**config.mk**
```make
export PLATFORM = sky130hd
export DESIGN_NAME = smb_blk_xfer
export DESIGN_NICKNAME = d
export VERILOG_FILES = /design/src/rtl/smbblk_pkg.sv /design/src/rtl/smbblk_clamp.sv /design/src/rtl/smbblk_regs.sv /design/src/rtl/smbblk_seq.sv /design/src/rtl/smb_blk_xfer.sv
export SDC_FILE = /design/constraint.sdc
export NUM_CORES = 1
export LEC_CHECK = 0
export ABC_AREA = 1
export BUFFER_PORTS_ARGS = -buffer_cell sky130_fd_sc_hd__buf_2
export CORE_UTILIZATION = 30
export CTS_CLUSTER_SIZE = 24
export DETAILED_ROUTE_END_ITERATION = 8
export GPL_TIMING_DRIVEN = 0
export SETUP_SLACK_MARGIN = 0.4
export SYNTH_ARGS = -nofsm -noshare
export SYNTH_HDL_FRONTEND = slang
export SYNTH_SLANG_ARGS = --single-unit
```
**constraint.sdc**
```tcl
create_clock -name clk -period 2.3 [get_ports clk]
set_input_delay 0.23 -clock clk [delete_from_list [all_inputs] [get_ports clk]]
set_output_delay 0.23 -clock clk [all_outputs]
set_load 0.05 [all_outputs]
```
**src/rtl/smbblk_pkg.sv**
```systemverilog
package smbblk_pkg;
  localparam int BYTE_W = 8;

  typedef enum logic [2:0] {
    OP_START  = 3'd0,
    OP_RSTART = 3'd1,
    OP_WRITE  = 3'd2,
    OP_READ   = 3'd3,
    OP_STOP   = 3'd4
  } eng_op_e;

  localparam logic [2:0] SEL_STAT = 3'd0;
  localparam logic [2:0] SEL_CTRL = 3'd1;
  localparam logic [2:0] SEL_CMD  = 3'd2;
  localparam logic [2:0] SEL_ADDR = 3'd3;
  localparam logic [2:0] SEL_D0   = 3'd4;
  localparam logic [2:0] SEL_BLK  = 3'd5;

  localparam logic [2:0] CODE_BLOCK = 3'b101;

  typedef struct packed {
    logic              set_bd;
    logic              set_intr;
    logic              set_dev;
    logic              set_coll;
    logic              busy;
    logic              cnt_we;
    logic [BYTE_W-1:0] cnt_val;
    logic              rx_we;
    logic [BYTE_W-1:0] rx_val;
  } seq_evt_t;
endpackage

```
**src/rtl/smbblk_clamp.sv**
```systemverilog
module smbblk_clamp
  import smbblk_pkg::*;
#(
  parameter int MAX_LEN = 32,
  parameter int LEN_W   = 6
) (
  input  logic [BYTE_W-1:0] raw,
  output logic [LEN_W-1:0]  len
);
  always_comb begin
    if (raw == '0)
      len = LEN_W'(1);
    else if (int'(raw) > MAX_LEN)
      len = LEN_W'(MAX_LEN);
    else
      len = LEN_W'(raw);
  end
endmodule

```
**src/rtl/smbblk_regs.sv**
```systemverilog
module smbblk_regs
  import smbblk_pkg::*;
(
  input  logic              clk,
  input  logic              rst_n,
  input  logic              reg_we,
  input  logic [2:0]        reg_sel,
  input  logic [BYTE_W-1:0] reg_wdata,
  input  seq_evt_t          evt,
  output logic [BYTE_W-1:0] stat,
  output logic [BYTE_W-1:0] d0,
  output logic [BYTE_W-1:0] blk,
  output logic [BYTE_W-1:0] addr,
  output logic [BYTE_W-1:0] cmd,
  output logic              code_last,
  output logic              go
);
  logic [3:0]        code_q, code_d;
  logic [BYTE_W-1:0] cmd_q, cmd_d, addr_q, addr_d, d0_q, d0_d, blk_q, blk_d;
  logic              bd_q, bd_d, fail_q, fail_d, coll_q, coll_d;
  logic              dev_q, dev_d, intr_q, intr_d;
  logic              code_en, cmd_en, addr_en, d0_en, blk_en;
  logic              wr_stat, wr_ctrl, idle_ok, is_block, start_req, fail_set;
  logic [BYTE_W-1:0] clr;

  always_comb begin
    wr_stat   = reg_we && (reg_sel == SEL_STAT);
    wr_ctrl   = reg_we && (reg_sel == SEL_CTRL);
    cmd_en    = reg_we && (reg_sel == SEL_CMD);
    addr_en   = reg_we && (reg_sel == SEL_ADDR);
    code_en   = wr_ctrl;
    code_d    = reg_wdata[5:2];
    cmd_d     = reg_wdata;
    addr_d    = reg_wdata;

    idle_ok   = !(bd_q || fail_q || coll_q || dev_q || intr_q || evt.busy);
    is_block  = (code_d[2:0] == CODE_BLOCK);
    start_req = wr_ctrl && reg_wdata[6] && idle_ok;
    go        = start_req && is_block;
    fail_set  = start_req && !is_block;

    clr       = wr_stat ? reg_wdata : '0;
    bd_d      = evt.set_bd   || (bd_q   && !clr[7]);
    fail_d    = fail_set     || (fail_q && !clr[4]);
    coll_d    = evt.set_coll || (coll_q && !clr[3]);
    dev_d     = evt.set_dev  || (dev_q  && !clr[2]);
    intr_d    = evt.set_intr || (intr_q && !clr[1]);

    d0_en     = evt.cnt_we || (reg_we && (reg_sel == SEL_D0));
    d0_d      = evt.cnt_we ? evt.cnt_val : reg_wdata;
    blk_en    = evt.rx_we || (reg_we && (reg_sel == SEL_BLK));
    blk_d     = evt.rx_we ? evt.rx_val : reg_wdata;
  end

  always_ff @(posedge clk or negedge rst_n) begin
    if (!rst_n) begin
      code_q <= '0;
      cmd_q  <= '0;
      addr_q <= '0;
      d0_q   <= '0;
      blk_q  <= '0;
      bd_q   <= 1'b0;
      fail_q <= 1'b0;
      coll_q <= 1'b0;
      dev_q  <= 1'b0;
      intr_q <= 1'b0;
    end else begin
      if (code_en) code_q <= code_d;
      if (cmd_en)  cmd_q  <= cmd_d;
      if (addr_en) addr_q <= addr_d;
      if (d0_en)   d0_q   <= d0_d;
      if (blk_en)  blk_q  <= blk_d;
      bd_q   <= bd_d;
      fail_q <= fail_d;
      coll_q <= coll_d;
      dev_q  <= dev_d;
      intr_q <= intr_d;
    end
  end

  assign stat      = {bd_q, 2'b00, fail_q, coll_q, dev_q, intr_q, evt.busy};
  assign d0        = d0_q;
  assign blk       = blk_q;
  assign addr      = addr_q;
  assign cmd       = cmd_q;
  assign code_last = code_q[3];
endmodule

```
**src/rtl/smbblk_seq.sv**
```systemverilog
module smbblk_seq
  import smbblk_pkg::*;
#(
  parameter int MAX_LEN = 32,
  parameter int LEN_W   = 6
) (
  input  logic              clk,
  input  logic              rst_n,
  input  logic              go,
  input  logic [BYTE_W-1:0] addr,
  input  logic [BYTE_W-1:0] cmd,
  input  logic [BYTE_W-1:0] d0,
  input  logic [BYTE_W-1:0] blk,
  input  logic              code_last,
  input  logic              bd,
  input  logic              eng_ack,
  input  logic [BYTE_W-1:0] eng_rdata,
  input  logic              eng_noack,
  input  logic              eng_coll,
  output seq_evt_t          evt,
  output logic              eng_req,
  output logic [2:0]        eng_op,
  output logic [BYTE_W-1:0] eng_wdata,
  output logic              eng_nak
);
  typedef enum logic [3:0] {
    S_IDLE, S_START, S_ADDRW, S_CMD, S_CNTW, S_RSTART,
    S_ADDRR, S_RCNT, S_DATA, S_HOLD, S_STOP, S_FIN
  } seq_st_e;

  seq_st_e           st_q, st_d;
  logic [LEN_W-1:0]  rem_q, rem_d, clamp_len;
  logic [BYTE_W-1:0] clamp_in;
  logic              rd_q, rd_d, err_q, err_d, ok;
  eng_op_e           op;

  assign clamp_in = (st_q == S_RCNT) ? eng_rdata : d0;

  smbblk_clamp #(.MAX_LEN(MAX_LEN), .LEN_W(LEN_W)) u_clamp (
    .raw (clamp_in),
    .len (clamp_len)
  );

  always_comb begin
    st_d      = st_q;
    rem_d     = rem_q;
    rd_d      = rd_q;
    err_d     = err_q;
    eng_req   = 1'b0;
    op        = OP_START;
    eng_wdata = '0;
    eng_nak   = 1'b0;
    evt       = '0;
    evt.busy  = (st_q != S_IDLE);
    ok        = eng_ack && !eng_coll && !eng_noack;

    case (st_q)
      S_IDLE: begin
        if (go) begin
          st_d  = S_START;
          err_d = 1'b0;
          rd_d  = addr[0];
          rem_d = clamp_len;
        end
      end
      S_START: begin
        eng_req = 1'b1;
        op      = OP_START;
        if (ok) st_d = S_ADDRW;
      end
      S_ADDRW: begin
        eng_req   = 1'b1;
        op        = OP_WRITE;
        eng_wdata = {addr[BYTE_W-1:1], 1'b0};
        if (ok) st_d = S_CMD;
      end
      S_CMD: begin
        eng_req   = 1'b1;
        op        = OP_WRITE;
        eng_wdata = cmd;
        if (ok) st_d = rd_q ? S_RSTART : S_CNTW;
      end
      S_CNTW: begin
        eng_req   = 1'b1;
        op        = OP_WRITE;
        eng_wdata = BYTE_W'(rem_q);
        if (ok) st_d = S_DATA;
      end
      S_RSTART: begin
        eng_req = 1'b1;
        op      = OP_RSTART;
        if (ok) st_d = S_ADDRR;
      end
      S_ADDRR: begin
        eng_req   = 1'b1;
        op        = OP_WRITE;
        eng_wdata = {addr[BYTE_W-1:1], 1'b1};
        if (ok) st_d = S_RCNT;
      end
      S_RCNT: begin
        eng_req = 1'b1;
        op      = OP_READ;
        if (ok) begin
          rem_d       = clamp_len;
          evt.cnt_we  = 1'b1;
          evt.cnt_val = BYTE_W'(clamp_len);
          st_d        = S_DATA;
        end
      end
      S_DATA: begin
        eng_req = 1'b1;
        if (rd_q) begin
          op      = OP_READ;
          eng_nak = code_last || (rem_q == LEN_W'(1));
        end else begin
          op        = OP_WRITE;
          eng_wdata = blk;
        end
        if (ok) begin
          evt.rx_we  = rd_q;
          evt.rx_val = eng_rdata;
          evt.set_bd = 1'b1;
          rem_d      = rem_q - LEN_W'(1);
          st_d       = S_HOLD;
        end
      end
      S_HOLD: begin
        if (!bd) st_d = (rem_q == '0) ? S_STOP : S_DATA;
      end
      S_STOP: begin
        eng_req = 1'b1;
        op      = OP_STOP;
        if (eng_ack) begin
          evt.set_coll = eng_coll;
          err_d        = err_q || eng_coll;
          st_d         = S_FIN;
        end
      end
      S_FIN: begin
        evt.set_intr = !err_q;
        st_d         = S_IDLE;
      end
      default: st_d = S_IDLE;
    endcase

    if (eng_req && eng_ack && (st_q != S_STOP)) begin
      if (eng_coll) begin
        evt.set_coll = 1'b1;
        evt.set_bd   = 1'b0;
        evt.rx_we    = 1'b0;
        evt.cnt_we   = 1'b0;
        err_d        = 1'b1;
        st_d         = S_FIN;
      end else if (eng_noack) begin
        evt.set_dev  = 1'b1;
        evt.set_bd   = 1'b0;
        evt.rx_we    = 1'b0;
        evt.cnt_we   = 1'b0;
        err_d        = 1'b1;
        st_d         = S_STOP;
      end
    end
  end

  always_ff @(posedge clk or negedge rst_n) begin
    if (!rst_n) begin
      st_q  <= S_IDLE;
      rem_q <= '0;
      rd_q  <= 1'b0;
      err_q <= 1'b0;
    end else begin
      st_q  <= st_d;
      rem_q <= rem_d;
      rd_q  <= rd_d;
      err_q <= err_d;
    end
  end

  assign eng_op = op;
endmodule

```
**src/rtl/smb_blk_xfer.sv**
```systemverilog
module smb_blk_xfer
  import smbblk_pkg::*;
#(
  parameter int MAX_LEN = 32
) (
  input  logic              clk,
  input  logic              rst_n,
  input  logic              reg_we,
  input  logic [2:0]        reg_sel,
  input  logic [BYTE_W-1:0] reg_wdata,
  output logic [BYTE_W-1:0] stat_o,
  output logic [BYTE_W-1:0] data0_o,
  output logic [BYTE_W-1:0] blk_o,
  output logic              eng_req,
  output logic [2:0]        eng_op,
  output logic [BYTE_W-1:0] eng_wdata,
  output logic              eng_nak,
  input  logic              eng_ack,
  input  logic [BYTE_W-1:0] eng_rdata,
  input  logic              eng_noack,
  input  logic              eng_coll
);
  localparam int LEN_W = $clog2(MAX_LEN + 1);

  seq_evt_t          evt;
  logic [BYTE_W-1:0] addr, cmd;
  logic              code_last, go;

  smbblk_regs u_regs (
    .clk       (clk),
    .rst_n     (rst_n),
    .reg_we    (reg_we),
    .reg_sel   (reg_sel),
    .reg_wdata (reg_wdata),
    .evt       (evt),
    .stat      (stat_o),
    .d0        (data0_o),
    .blk       (blk_o),
    .addr      (addr),
    .cmd       (cmd),
    .code_last (code_last),
    .go        (go)
  );

  smbblk_seq #(.MAX_LEN(MAX_LEN), .LEN_W(LEN_W)) u_seq (
    .clk       (clk),
    .rst_n     (rst_n),
    .go        (go),
    .addr      (addr),
    .cmd       (cmd),
    .d0        (data0_o),
    .blk       (blk_o),
    .code_last (code_last),
    .bd        (stat_o[7]),
    .eng_ack   (eng_ack),
    .eng_rdata (eng_rdata),
    .eng_noack (eng_noack),
    .eng_coll  (eng_coll),
    .evt       (evt),
    .eng_req   (eng_req),
    .eng_op    (eng_op),
    .eng_wdata (eng_wdata),
    .eng_nak   (eng_nak)
  );
endmodule

```
==> results.tsv <==
stage	metric	value	unit
run_status	status	finished, final reports clean	
synth	synthCells	420	
synth	yosysSeqAreaShare	0.410	
critical_path	required	2070	ps
grt	antenna_found_initial	0	
place	io_buffer_count	59	
critical_path	cp.arrival	1780	ps
final_layout	nFillCells	1035	
final_layout	drive_gt1_frac	0.329	
min_path	worstHoldPathType	input pin to async pin	
timing	hold_viol	0	
grt	track_usage	0.203	
final_layout	final_cells	641	
final_layout	layout_commonest_cell	nand2_1	
flow_run	maxCapViolCount	0	
grt	grt_max_degree	51	
critical_path	critical_path_class	flop to output port	
cts	cts_sinks	50	
place	hpwl	7.30	mm
grt	grt_pass1_vias	3065	
place	dp.cells	613	
floorplan	rows	36	
power_and_ir_drop	power.density	1170	nW/um^2
synth	synth-edff-count	0	
floorplan	chipWidth	103	um
grt	overflow	0	
synth	synth_area_per_cell	7.27	sq um
grt	grt_pass1_wl	16.0	mm
timing	clock-skew-final	4.95	ps
place	globalplace.congestion	0.882	
cts	cts_hold_buffers	0	
synth	ys_types	41	
cts	clk_latency	320	ps
synth	synth-main-ff-cell	dfrtp_1	
route	drt_wl_total	10.5	mm
route	post_drt_wl_per_cell	16.4	um
synth	ys_async_sr_fraction	1.00	
synth	synth_area	3050	sq um
critical_path	start_kind	flop	
critical_path	cp-end-kind	output port	
timing	drv_slew	0	
timing	period_minus_slack	2010	ps
cts	cts_tree	yes	
final_layout	num_antenna_cells	0	
timing	finalSetupTns	0	ps
floorplan	core_area	9820	sq um
cts	clockBufferDepth	2	
route	drt_iter0_drc	303	
power_and_ir_drop	ir_drop	720	uV
cts	path_clk_slew	100	ps
timing	whs	126	ps
synth	synth-seq-cells	50	
floorplan	die-area	10600	sq um
floorplan	die_h	103	um
final_layout	nNetsFinal	535	
cts	cts_root_buf	clkbuf_8	
route	via_per_inst	5.08	
timing	max_slew.worst_pin.slew	1150	ps
cts	cts_buffers	5	
route	ant_nets	0	
cts	cts_max_level	2	
route	vias	3254	
route	remaining_drc_errors	0	
timing	setup_viol	0	
floorplan	start_util	0.311	
floorplan	ioPinCount	62	
timing	rsz0062_at_grt	yes	
power_and_ir_drop	p_leak	2.05	nW
synth	yosys_warnings	0	
timing	max_freq	498	MHz
final_layout	syn_to_final_growth	36.0	%
final_layout	final_cell_mix	95 x nand2_1, 49 x buf_2, 48 x dfrtp_1	
route	dr.pass1.iters	5	
critical_path	critPathMaxFanout	6	
timing	relSlewSlack	0.236	
timing	finalCritPeriodShare	0.873	
[cell type report]
cell class	count	area [sq um]	share of cell area
multi-input combinational	296	1700	0.409
sequential	50	1250	0.302
timing repair buffer	78	549	0.132
inverter	61	244	0.0588
tap	133	166	0.0401
buffer	15	121	0.0292
clock buffer	5	68.8	0.0166
clock inverter	3	47.5	0.0115
[synthesized netlist by cell type, types with 2 or more instances]
master / instances / area (sq um)
nand2_2: 4 / 25.0
dfrtp_1: 50 / 1250
nor2_2: 3 / 18.8
nor3_1: 5 / 25.0
inv_2: 8 / 30.0
o311ai_0: 3 / 26.3
clkbuf_1: 3 / 11.3
inv_1: 52 / 195
ha_1: 3 / 37.5
o221ai_1: 6 / 52.6
nand3_1: 26 / 130
o22ai_1: 2 / 12.5
nor2_4: 2 / 22.5
o21ai_0: 43 / 215
nand2_4: 2 / 22.5
o21ai_1: 6 / 30.0
buf_4: 8 / 60.1
o211ai_1: 5 / 37.5
o31ai_1: 2 / 15.0
buf_2: 2 / 10.0
a221oi_1: 5 / 43.8
a21oi_1: 13 / 65.1
buf_6: 2 / 22.5
nand4_1: 2 / 12.5
nor2_1: 43 / 161
nand2_1: 105 / 394
[stage by stage]
| stage | utilization | setup WS [ps] | power (W) | area (sq um) |
|---|---|---|---|---|
| detailed placement | 0.360 | 165 | 0.00351 | 3530 |
| floorplan | - | 281 | 0.00296 | 3070 |
| finish | 0.423 | 292 | 0.00484 | 4150 |
| global route | 0.423 | 233 | 0.00512 | 4150 |
| global placement | 0.360 | 127 | 0.00350 | 3530 |
| CTS | 0.403 | 302 | 0.00458 | 3960 |
[state kept, by name, indices dropped and copies added (netlist names)]
signal,count
u_regs.blk,8
u_seq.st_q,4
u_regs.fail_q,1
u_regs.code_q,1
u_regs.dev_q,1
u_regs.addr,8
u_seq.rem_q,6
u_regs.cmd,8
u_regs.intr_q,1
u_seq.rd_q,1
u_regs.bd_q,1
u_seq.err_q,1
u_regs.coll_q,1
u_regs.d0,8
[cell families (layout without fill, tap and decap cells)]
group           count (synthesis)  in the layout  share of synthesized area
compound gates                 93             93                      0.185
xor+xnor                        2              2                    0.00574
fa+ha+maj                       3              3                     0.0123
buf+inv                        76            162                      0.109
flops                          50             50                      0.410
mux                             1              1                    0.00369
other cells                     1              2                    0.00123
simple gates                  194            195                      0.273
[what timing repair did]
item | CTS | global route
resized for setup | 56 | 39
buffers inserted | 14 | 3
endpoints found under the setup margin | 11 | 26
pin swaps | 5 | 13
gates cloned | 1 | 2
[routing by layer]
| metal | GRT usage | vias up | routed length [um] |
|---|---|---|---|
| li1 | - | 1553 | - |
| met1 | 0.273 | 1546 | 4440 |
| met2 | 0.334 | 129 | 5130 |
| met3 | 0.0332 | 26 | 648 |
| met4 | 0.0639 | 0 | 263 |
| met5 | 0 | - | 0 |
[worst max-delay path, cell delays in order (launching register included)]
cell      delay (ps)
dfrtp_2          470
nor2_4           170
inv_2             70
nor2_4           120
clkinv_4         130
nor2_4           150
a221oi_2          40
o21ai_1          110
buf_6            180
[final timing paths]
check	from	end	slack, ps	cells after the start
max	u_seq.st_q[1]	eng_wdata[2]	290	8
min	rst_n	u_seq.st_q[3]	130	1
max reg2reg	u_seq.st_q[1]	u_regs.blk[7]	390	9
min reg2reg	u_seq.err_q	u_regs.intr_q	480	1
max in group asynchronous	rst_n	u_seq.st_q[1]	1420	1
min in group clk	eng_coll	u_regs.dev_q	160	2
[power by group]
group	internal, W	switching (W)
sequential	0.00109	0.000196
combinational	0.000975	0.00192
clock	0.000330	0.000331
total	0.00240	0.00244
Power figures use the tool's default switching activity.
